==> config.mk <==
export PLATFORM = sky130hd
export DESIGN_NAME = dmac_channel
export DESIGN_NICKNAME = d
export VERILOG_FILES = /design/src/rtl/dmac_pkg.sv /design/src/rtl/dmac_regs.sv /design/src/rtl/dmac_engine.sv /design/src/rtl/dmac_channel.sv
export SDC_FILE = /design/constraint.sdc
export NUM_CORES = 1
export LEC_CHECK = 0
export BUFFER_PORTS_ARGS = -buffer_cell sky130_fd_sc_hd__buf_2
export CAP_MARGIN = 20
export CORE_MARGIN = 5
export CORE_UTILIZATION = 46
export DETAILED_ROUTE_END_ITERATION = 8
export HOLD_SLACK_MARGIN = 0.02
export PLACE_DENSITY = 0.67
export RECOVER_POWER = 25
export REMOVE_ABC_BUFFERS = 1
export SYNTH_ARGS = -nofsm -noshare
export SYNTH_HDL_FRONTEND = slang
export SYNTH_SLANG_ARGS = --single-unit
==> constraint.sdc <==
create_clock -name clk -period 12.2 [get_ports clk]
set_input_delay 3.05 -clock clk [delete_from_list [all_inputs] [get_ports clk]]
set_output_delay 3.05 -clock clk [all_outputs]
set_load 0.05 [all_outputs]
==> src/rtl/dmac_pkg.sv <==
package dmac_pkg;

    typedef enum logic [2:0] {
        RA_MCUR   = 3'd0,
        RA_MEND   = 3'd1,
        RA_DADDR  = 3'd2,
        RA_CTRL   = 3'd3,
        RA_ACT    = 3'd4,
        RA_STAT   = 3'd5,
        RA_IEN    = 3'd6,
        RA_REMAIN = 3'd7
    } reg_addr_e;

    // stored control fields; bit 7 of the control word is the live busy flag
    typedef struct packed {
        logic [2:0] psel;     // 13:11
        logic [2:0] usize;    // 10:8
        logic       abort;    // 6
        logic       sw_pace;  // 5
        logic       inc_dev;  // 4
        logic       inc_mem;  // 3
        logic       m2d;      // 2
        logic       sw_run;   // 1
        logic       hw_run;   // 0
    } ctrl_t;

    typedef struct packed {
        logic pterm;  // 3
        logic done;   // 2
        logic ovf;    // 1
        logic berr;   // 0
    } flags_t;

    typedef enum logic [1:0] {
        XS_IDLE = 2'd0,
        XS_WAIT = 2'd1,
        XS_RD   = 2'd2,
        XS_WR   = 2'd3
    } xfer_st_e;

    function automatic logic [2:0] unit_bytes(input logic [2:0] f);
        case (f)
            3'd2:    return 3'd2;
            3'd4:    return 3'd4;
            default: return 3'd1;
        endcase
    endfunction

    function automatic logic [1:0] size_code(input logic [2:0] f);
        case (f)
            3'd2:    return 2'd1;
            3'd4:    return 2'd2;
            default: return 2'd0;
        endcase
    endfunction

    function automatic ctrl_t ctrl_unpack(input logic [31:0] w);
        ctrl_t c;
        c.psel    = w[13:11];
        c.usize   = w[10:8];
        c.abort   = w[6];
        c.sw_pace = w[5];
        c.inc_dev = w[4];
        c.inc_mem = w[3];
        c.m2d     = w[2];
        c.sw_run  = w[1];
        c.hw_run  = w[0];
        return c;
    endfunction

    function automatic logic [31:0] ctrl_pack(input ctrl_t c, input logic busy);
        return {18'd0, c.psel, c.usize, busy, c.abort, c.sw_pace,
                c.inc_dev, c.inc_mem, c.m2d, c.sw_run, c.hw_run};
    endfunction

endpackage

==> src/rtl/dmac_regs.sv <==
module dmac_regs
    import dmac_pkg::*;
#(
    parameter int AW = 32
) (
    input  logic          clk,
    input  logic          rst,
    input  logic          cfg_we,
    input  logic [2:0]    cfg_addr,
    input  logic [31:0]   cfg_wdata,
    output logic [31:0]   cfg_rdata,
    input  logic          busy,
    input  logic          adv,
    input  logic [AW-1:0] mcur_nxt,
    input  logic [AW-1:0] daddr_nxt,
    input  flags_t        flag_set,
    input  logic          stop,
    output logic [AW-1:0] mcur,
    output logic [AW-1:0] mend,
    output logic [AW-1:0] daddr,
    output ctrl_t         ctrl,
    output logic          act,
    output flags_t        ists,
    output flags_t        ien,
    output logic          irq
);

    logic   wr_mcur, wr_mend, wr_daddr, wr_ctrl, wr_act, wr_stat, wr_ien;
    ctrl_t  ctrl_wr, ctrl_nxt;
    flags_t clr_mask;
    logic [AW-1:0] remain;

    always_comb begin
        wr_mcur  = cfg_we && (cfg_addr == RA_MCUR);
        wr_mend  = cfg_we && (cfg_addr == RA_MEND);
        wr_daddr = cfg_we && (cfg_addr == RA_DADDR);
        wr_ctrl  = cfg_we && (cfg_addr == RA_CTRL);
        wr_act   = cfg_we && (cfg_addr == RA_ACT);
        wr_stat  = cfg_we && (cfg_addr == RA_STAT);
        wr_ien   = cfg_we && (cfg_addr == RA_IEN);
        ctrl_wr  = ctrl_unpack(cfg_wdata);
        clr_mask = wr_stat ? flags_t'(cfg_wdata[3:0]) : '0;
    end

    // abort only lives while a transfer is busy and is dropped at the stop point
    always_comb begin
        ctrl_nxt       = wr_ctrl ? ctrl_wr : ctrl;
        ctrl_nxt.abort = busy && !stop && (wr_ctrl ? ctrl_wr.abort : ctrl.abort);
    end

    always_ff @(posedge clk) begin
        if (rst) begin
            mcur  <= '0;
            mend  <= '0;
            daddr <= '0;
            ctrl  <= '0;
            act   <= 1'b0;
            ists  <= '0;
            ien   <= '0;
        end else begin
            if (adv)           mcur <= mcur_nxt;
            else if (wr_mcur)  mcur <= cfg_wdata[AW-1:0];
            if (wr_mend)       mend <= cfg_wdata[AW-1:0];
            if (adv)           daddr <= daddr_nxt;
            else if (wr_daddr) daddr <= cfg_wdata[AW-1:0];
            ctrl <= ctrl_nxt;
            if (wr_act)        act <= cfg_wdata[0];
            if (wr_ien)        ien <= flags_t'(cfg_wdata[3:0]);
            ists <= (ists & ~clr_mask) | flag_set;
        end
    end

    assign remain = (mend > mcur) ? (mend - mcur) : '0;
    assign irq    = |(ists & ien);

    always_comb begin
        case (reg_addr_e'(cfg_addr))
            RA_MCUR:   cfg_rdata = 32'(mcur);
            RA_MEND:   cfg_rdata = 32'(mend);
            RA_DADDR:  cfg_rdata = 32'(daddr);
            RA_CTRL:   cfg_rdata = ctrl_pack(ctrl, busy);
            RA_ACT:    cfg_rdata = {31'd0, act};
            RA_STAT:   cfg_rdata = {28'd0, ists};
            RA_IEN:    cfg_rdata = {28'd0, ien};
            default:   cfg_rdata = 32'(remain);
        endcase
    end

endmodule

==> src/rtl/dmac_engine.sv <==
module dmac_engine
    import dmac_pkg::*;
#(
    parameter int AW   = 32,
    parameter int NREQ = 4
) (
    input  logic            clk,
    input  logic            rst,
    input  ctrl_t           ctrl,
    input  logic            act,
    input  logic [AW-1:0]   mcur,
    input  logic [AW-1:0]   mend,
    input  logic [AW-1:0]   daddr,
    input  logic [NREQ-1:0] hw_req,
    output logic            m_req,
    output logic            m_we,
    output logic [AW-1:0]   m_addr,
    output logic [1:0]      m_size,
    output logic [31:0]     m_wdata,
    input  logic            m_gnt,
    input  logic [31:0]     m_rdata,
    input  logic            m_err,
    output logic            busy,
    output logic            adv,
    output logic [AW-1:0]   mcur_nxt,
    output logic [AW-1:0]   daddr_nxt,
    output flags_t          flag_set,
    output logic            stop
);

    localparam int PSW  = 3;
    localparam int NSEL = 1 << PSW;

    xfer_st_e      state;
    logic [31:0]   dbuf;
    logic          go, go_q, start, empty, last, in_unit, ack, ok, pace_hit;
    logic [2:0]    ub;
    logic [NSEL-1:0] req_pad;

    generate
        if (NREQ < NSEL) begin : g_pad
            assign req_pad = {{(NSEL-NREQ){1'b0}}, hw_req};
        end else begin : g_full
            assign req_pad = hw_req[NSEL-1:0];
        end
    endgenerate

    always_comb begin
        ub        = unit_bytes(ctrl.usize);
        mcur_nxt  = mcur  + (ctrl.inc_mem ? AW'(ub) : '0);
        daddr_nxt = daddr + (ctrl.inc_dev ? AW'(ub) : '0);
        go        = act && (ctrl.sw_pace ? ctrl.sw_run : ctrl.hw_run);
        start     = go && !go_q && (state == XS_IDLE);
        empty     = mcur >= mend;
        last      = mcur_nxt >= mend;
        pace_hit  = req_pad[ctrl.psel];
        in_unit   = (state == XS_RD) || (state == XS_WR);
        ack       = in_unit && m_gnt;
        ok        = ack && !m_err;
        adv       = (state == XS_WR) && ok;
        stop      = (state == XS_WAIT) && (ctrl.abort || !go);
        busy      = state != XS_IDLE;

        flag_set.done  = (start && empty) || (adv && last);
        flag_set.pterm = adv && last && !ctrl.sw_pace;
        flag_set.berr  = ack && m_err;
        flag_set.ovf   = in_unit && !ctrl.sw_pace && pace_hit;

        m_req   = in_unit;
        m_we    = state == XS_WR;
        m_size  = size_code(ctrl.usize);
        m_wdata = m_we ? dbuf : '0;
        if (state == XS_RD)      m_addr = ctrl.m2d ? mcur  : daddr;
        else if (state == XS_WR) m_addr = ctrl.m2d ? daddr : mcur;
        else                     m_addr = '0;
    end

    always_ff @(posedge clk) begin
        if (rst) begin
            state <= XS_IDLE;
            go_q  <= 1'b0;
            dbuf  <= '0;
        end else begin
            go_q <= go;
            case (state)
                XS_IDLE: if (start && !empty) state <= XS_WAIT;
                XS_WAIT: begin
                    if (stop)                             state <= XS_IDLE;
                    else if (ctrl.sw_pace || pace_hit)    state <= XS_RD;
                end
                XS_RD: if (ack) begin
                    if (m_err) state <= XS_IDLE;
                    else begin
                        dbuf  <= m_rdata;
                        state <= XS_WR;
                    end
                end
                default: if (ack) state <= (m_err || last) ? XS_IDLE : XS_WAIT;
            endcase
        end
    end

endmodule

==> src/rtl/dmac_channel.sv <==
module dmac_channel
    import dmac_pkg::*;
#(
    parameter int AW   = 32,
    parameter int NREQ = 4
) (
    input  logic            clk,
    input  logic            rst,
    input  logic            cfg_we,
    input  logic [2:0]      cfg_addr,
    input  logic [31:0]     cfg_wdata,
    output logic [31:0]     cfg_rdata,
    input  logic [NREQ-1:0] hw_req,
    output logic            m_req,
    output logic            m_we,
    output logic [AW-1:0]   m_addr,
    output logic [1:0]      m_size,
    output logic [31:0]     m_wdata,
    input  logic            m_gnt,
    input  logic [31:0]     m_rdata,
    input  logic            m_err,
    output logic            irq
);

    logic          busy, adv, stop, act_q;
    logic [AW-1:0] mcur, mend, daddr, mcur_nxt, daddr_nxt;
    ctrl_t         ctrl_q;
    flags_t        flag_set, ists_q, ien_q;

    dmac_regs #(.AW(AW)) u_regs (
        .clk       (clk),
        .rst       (rst),
        .cfg_we    (cfg_we),
        .cfg_addr  (cfg_addr),
        .cfg_wdata (cfg_wdata),
        .cfg_rdata (cfg_rdata),
        .busy      (busy),
        .adv       (adv),
        .mcur_nxt  (mcur_nxt),
        .daddr_nxt (daddr_nxt),
        .flag_set  (flag_set),
        .stop      (stop),
        .mcur      (mcur),
        .mend      (mend),
        .daddr     (daddr),
        .ctrl      (ctrl_q),
        .act       (act_q),
        .ists      (ists_q),
        .ien       (ien_q),
        .irq       (irq)
    );

    dmac_engine #(.AW(AW), .NREQ(NREQ)) u_engine (
        .clk       (clk),
        .rst       (rst),
        .ctrl      (ctrl_q),
        .act       (act_q),
        .mcur      (mcur),
        .mend      (mend),
        .daddr     (daddr),
        .hw_req    (hw_req),
        .m_req     (m_req),
        .m_we      (m_we),
        .m_addr    (m_addr),
        .m_size    (m_size),
        .m_wdata   (m_wdata),
        .m_gnt     (m_gnt),
        .m_rdata   (m_rdata),
        .m_err     (m_err),
        .busy      (busy),
        .adv       (adv),
        .mcur_nxt  (mcur_nxt),
        .daddr_nxt (daddr_nxt),
        .flag_set  (flag_set),
        .stop      (stop)
    );

endmodule

==> out/metrics.csv, run 1 <==
metric,value,unit
status,"finished, violations left",
failing checks,"capacitance limit, slew limit",
Syn Area/Cell,7.207,µm²
crit path kind,input port to primary output,
Hold Crit Endpoint,u_engine.dbuf[8],
CP Launch Type,input port,
Fin Clk Skew,9.830,ps
Die Ht,169.3,µm
"Async S/R FF share, synth",0,%
Antenna diodes,0,
post-CTS setup buffers,0,
post-cts repair resize count,0,
Synth cell types,75,
met2 usage,45.48,%
post-synth top area cell,dfxtp_1,
clk_lat worst skew,430,ps
Synth Register Bits,153,
final setup fails,0,
Root Driver,clkbuf_16,
hold-critical path depth,2,
"Clk pin slew, worst setup/hold paths",70,ps
"commonest non-fill, non-tap cell in the layout",nand2_1,
most area-consuming cells after synthesis,"dfxtp_1 (26%), nand2_1 (9.9%), ha_1 (7.5%)",
gr ovfl total,0,
DRT Pass-1 Iters,7,
Post-synth top flop,dfxtp_1,
placed insts,2037,
starting density of the core,46.50,%
post-synth top area share,26.24,%
min cycle time layout,10140,ps
largest net degree at the start of global routing,86,
"critical path, cell by cell","buf_2, clkbuf_1, nand3_1, nor3_1, a22oi_2, buf_4, nor3b_1, mux2i_1, nand2_1, buf_2",
layout cell share with drive strength beyond 1,15.23,%
die area,0.02867,mm²
worst r2r path cells,17,
Vias/cell,6.029,
Worst-Margin Slew,4156,ps
total number of vias,12480,
setup TNS,0,ps
# DRC,0,
Leakage Power,5.386,nW
"EDFF count, synth",0,
CTS HTree Levels,4,
r2r endpoint,u_regs.ists[2],
Ports,177,
Core Area,0.02511,mm²
Syn-to-layout area delta,14.23,%
flop2flop setup slack,6680,ps
Final nets,1876,
Layout Utilization,53.11,%
Avg WL per Cell,20.33,µm
Power Density,99.64,mW/mm²
ANT nets after route,0,
max_cap viols,4,
CTS tree,built,
CP Max Fanout,43,
Synth Warn #,0,
critical path's most frequent cell,buf_2,
most frequent cells in the layout,"nand2_1 (308), a21oi_1 (173), buf_2 (173)",
Post-Synthesis Cells,1620,
fin crit share,83.11,%
final wirelength,42.08,mm
Max Freq,98.63,MHz
hold path start,u_engine.dbuf[8],
met1 Track Usage GR,38.52,%
Row Count,58,
I/O Buffers,176,
Routability Congestion,0.9715,
Crit path required time,9150,ps
met3 usage,4.775,%
Worst path slowest cell,clkbuf_1,
Num CTS Buffers,17,
number of hold buffers added after cts,0,
RSZ-0062 raised after global routing,no,
die width,169.3,µm
vias in the first global route,11980,
first-pass GRT wire length,65.83,mm
final hold vios,0,
sequential share of the synthesized area,26.24,%
pre-CTS WS,3465,ps
HP Class,register to register,
final worst slack,2061,ps
"Power, Total",1.329,mW
worst ir drop on vdd,0.09466,mV
max-slew violation count,224,
final cell count without fillers,2070,
CP Launch Point,cfg_addr[1],
Slew HR,-177.0,%
WP data arrival,7090,ps
GRT busiest layer,met2,
worst reg2reg path startpoint,u_regs.ctrl[8],
number of DRC markers in iteration 0,1434,
Mapped Area,0.01167,mm²
crit end category,primary output,
maximum clock path buffer count,2,
antenna violations before repair,0,
max incr delay on CP,1880,ps
# clock sinks,153,
post-DP HPWL,29.42,mm
GRT Total Usage,28.48,%
logic make-up after synthesis:
group | synth area share [%]
simple gates | 25.34
mux | 6.044
flops | 26.24
buf+inv | 6.698
compound gates | 23.17
fa+ha+maj | 8.016
xor+xnor | 4.501
synthesized netlist by cell type (10+ instances only):
master and count:
a211oi_1 28, nand2_1 308, nor2_1 138, ha_1 70, dfxtp_1 153, o22ai_1 24
nor4_1 14, a21o_1 26, xor2_1 16, clkbuf_1 87, nand4_1 18, xnor2_1 44
and3_1 48, nor3_1 36, o21ai_0 50, nand3_1 29, inv_1 93, a21boi_0 32
and2_1 13, mux4_2 13, buf_2 10, a221oi_1 12, mux2i_1 39, a21oi_1 173
a32oi_1 12
layer usage:
layer | wire length, µm | part of all wire (%) | up-vias
met5 | 0 | 0 | -
met4 | 1539 | 3.7 | 0
met3 | 3817 | 9.1 | 108
met2 | 19350 | 46 | 658
met1 | 17370 | 41 | 5796
li1 | - | - | 5919
critical path, delay by kind of cell:
| kind | cells | cell delay [ps] |
|---|---|---|
| AO/OA/AOI/OAI | 1 | 310 |
| multiplexers | 1 | 100 |
| buffers and inverters | 4 | 2580 |
| AND/OR/NAND/NOR | 4 | 1020 |
report_power, final:
part | switching, mW | internal, mW
Combinational | 0.175 | 0.0995
Sequential | 0.0136 | 0.508
Clock | 0.241 | 0.292
worst max-delay path by stage:
stage          cells past startpoint             to  slack, ps
4_1_cts                           10  cfg_rdata[25]       3460
3_3_place_gp                      10  cfg_rdata[25]       3490
6_report                          10  cfg_rdata[25]       2060
5_1_grt                           10  cfg_rdata[25]       1660
2_1_floorplan                      4  cfg_rdata[11]       4140
3_5_place_dp                      10  cfg_rdata[25]       3470
stage by stage:
step / instance area, µm² / hold WS [ps]
6_report: 13340 / 449.7
5_1_grt: 13340 / 467.8
4_1_cts: 13350 / 453.7
3_5_place_dp: 12780 / 444.0
3_3_place_gp: 12720 / 437.6
2_1_floorplan: 11240 / 426.0
final cells by class:
class                           instances  area [µm²]
Sequential cell                       153        3064
Timing Repair Buffer                  197        1056
Tap cell                              330       412.9
Clock inverter                         14       135.1
Inverter                               93       349.1
Clock buffer                           18       439.2
Multi-Input combinational cell       1265        7880
Fill cell                            2526       11770
registers in the layout, summed over array words and instances (netlist names):
name / cells
u_engine.go_q: 1
u_regs.daddr: 32
u_regs.mcur: 32
u_regs.act: 1
u_regs.ctrl: 13
u_regs.mend: 32
u_regs.ien: 4
u_regs.ists: 4
u_engine.state: 2
u_engine.dbuf: 32
Note: power is estimated with default switching activity, not from simulation.
==> run 2, diff against run 1 <==
--- a/config.mk
+++ b/config.mk
@@ -11,7 +11,7 @@
 export CORE_UTILIZATION = 46
 export DETAILED_ROUTE_END_ITERATION = 8
 export HOLD_SLACK_MARGIN = 0.02
-export PLACE_DENSITY = 0.67
+export PLACE_DENSITY = 0.69
 export RECOVER_POWER = 25
 export REMOVE_ABC_BUFFERS = 1
 export SYNTH_ARGS = -nofsm -noshare
==> constraint.sdc (replaced) <==
create_clock -name clk -period 8.6 [get_ports clk]
set_input_delay 2.15 -clock clk [delete_from_list [all_inputs] [get_ports clk]]
set_output_delay 2.15 -clock clk [all_outputs]
set_load 0.05 [all_outputs]
==> out/metrics.csv, run 2 (synthesis results as in run 1) <==
metric,value,unit,change
status,"finished, violations left",,
failing checks,"capacitance limit, slew limit",,
min cycle time layout,6963,ps,
setup TNS,0,ps,unchanged
Row Count,58,,unchanged
Antenna diodes,0,,unchanged
post-cts repair resize count,0,,unchanged
first-pass GRT wire length,64.99,mm,-1.3%
"critical path, cell by cell","inv_1, ha_1, a21oi_1, a21oi_1, o311ai_0, a21oi_2, a22oi_2, buf_4, nor3b_1, a311oi_1, nand2_1, buf_2",,
Syn-to-layout area delta,14.25,%,about the same
CP top delay family,compound AO/OA/AOI/OAI gates,,
ANT nets after route,0,,unchanged
flop2flop setup slack,3160,ps,-3520 ps
Vias/cell,6.041,,+0.18%
post-CTS setup buffers,0,,unchanged
fillers,2555,,+1.1%
CP Max Fanout,17,,-60%
HP Class,register to register,,
critical path's most frequent cell,a21oi_1,,
Num CTS Buffers,17,,unchanged
most frequent cells in the layout,"nand2_1 (308), buf_2 (174), a21oi_1 (173)",,
final hold vios,0,,unchanged
WP data arrival,4810,ps,-2280 ps
die width,169.3,µm,unchanged
starting density of the core,46.50,%,unchanged
fin crit share,80.96,%,
Die Ht,169.3,µm,unchanged
DRT Pass-1 Iters,6,,-1
Worst path slowest cell,a22oi_2,,
final cell count without fillers,2070,,unchanged
placed insts,2037,,unchanged
CP Launch Type,register,,
Root Driver,clkbuf_16,,
"Power, Total",1.923,mW,+45%
"Clk pin slew, worst setup/hold paths",70,ps,about the same
max incr delay on CP,920,ps,-960 ps
CTS HTree Levels,4,,unchanged
Fin Clk Skew,11.31,ps,+1.483 ps
CTS tree,built,,
GRT Total Usage,28.20,%,-0.28 points
Ports,177,,unchanged
clk_lat worst skew,430,ps,about the same
"commonest non-fill, non-tap cell in the layout",nand2_1,,
I/O Buffers,176,,unchanged
die area,0.02867,mm²,unchanged
Max Freq,143.6,MHz,
Routability Congestion,0.9741,,+0.27%
layout cell share with drive strength beyond 1,15.46,%,+0.23 points
Final nets,1876,,unchanged
Worst Path Buf+Inv,3,,-1
Leakage Power,5.406,nW,+0.36%
Slew HR,-80.04,%,+97 points
Final Cell Area,0.01334,mm²,about the same
final setup fails,0,,unchanged
crit end category,primary output,,
# DRC,0,,unchanged
Avg WL per Cell,20.27,µm,-0.29%
Power Density,144.2,mW/mm²,+45%
number of DRC markers in iteration 0,1345,,-6.2%
Crit path required time,6450,ps,-2700 ps
Worst-Margin Slew,2701,ps,-1455 ps
gr ovfl total,0,,unchanged
maximum clock path buffer count,2,,unchanged
max-slew violation count,109,,-51%
Core Area,0.02511,mm²,unchanged
final wirelength,41.96,mm,-0.29%
crit path kind,register to primary output,,
antenna violations before repair,0,,unchanged
vias in the first global route,11760,,-1.8%
Placed Area,0.01273,mm²,-0.37%
largest net degree at the start of global routing,77,,-10%
RSZ-0062 raised after global routing,no,,
post-DP HPWL,29.56,mm,+0.46%
total number of vias,12500,,+0.18%
number of hold buffers added after cts,0,,unchanged
worst ir drop on vdd,0.1571,mV,+66%
max_cap viols,2,,-2
# clock sinks,153,,unchanged
[run 2: worst reg2reg max path, cell delays in order, from the launching register on]
cell	delay, ps
dfxtp_1	380
nor3b_1	580
nand2_1	200
fa_1	450
nand2b_1	200
a211oi_2	610
nand3_1	490
nor4_1	460
xnor2_1	150
ha_1	200
a21o_1	170
a21o_1	180
a21oi_1	280
nor3_1	120
a311oi_1	340
a21oi_1	200
nand2_1	140
a21oi_1	70
[run 2: final timing paths]
kind / startpoint / endpoint / cells after the start
hold / removal: u_engine.dbuf[0] / u_engine.dbuf[0] / 2
hold reg to reg: u_engine.dbuf[0] / u_engine.dbuf[0] / 2
setup / recovery: u_regs.mcur[3] / cfg_rdata[25] / 12
setup reg to reg: u_regs.ctrl[8] / u_regs.ists[2] / 17
[run 2: layout make-up]
class	count	area, µm²	share of cell area (%)
multi-input cells	1265	7869	58.99
flip-flops and latches	153	3064	22.97
repair buffers	197	1040	7.795
clock buffers	17	425.4	3.189
well taps	330	412.9	3.095
inverters	93	349.1	2.617
clock inverters	15	178.9	1.341
[run 2: layer usage]
| metal | GRT usage [%] | part of all wire [%] | vias to the layer above |
|---|---|---|---|
| li1 | - | - | 5911 |
| met1 | 37.80 | 42 | 5886 |
| met2 | 46.31 | 46 | 602 |
| met3 | 4.635 | 8.6 | 105 |
| met4 | 9.660 | 3.4 | 0 |
| met5 | 0 | 0 | - |
[run 2: through the flow]
stage,setup slack [ps],util (%),hold slack [ps]
detailed placement,1854,50.69,444.1
global route,1494,53.12,475.4
global placement,1900,50.69,438.0
floorplan,2343,-,426.0
finish,1637,53.12,450.1
CTS,1762,53.10,453.3
[run 2: power by group]
group	internal (mW)	switching, mW
Clock	0.441	0.353
Sequential	0.720	0.0186
Combinational	0.140	0.250
Total	1.30	0.622
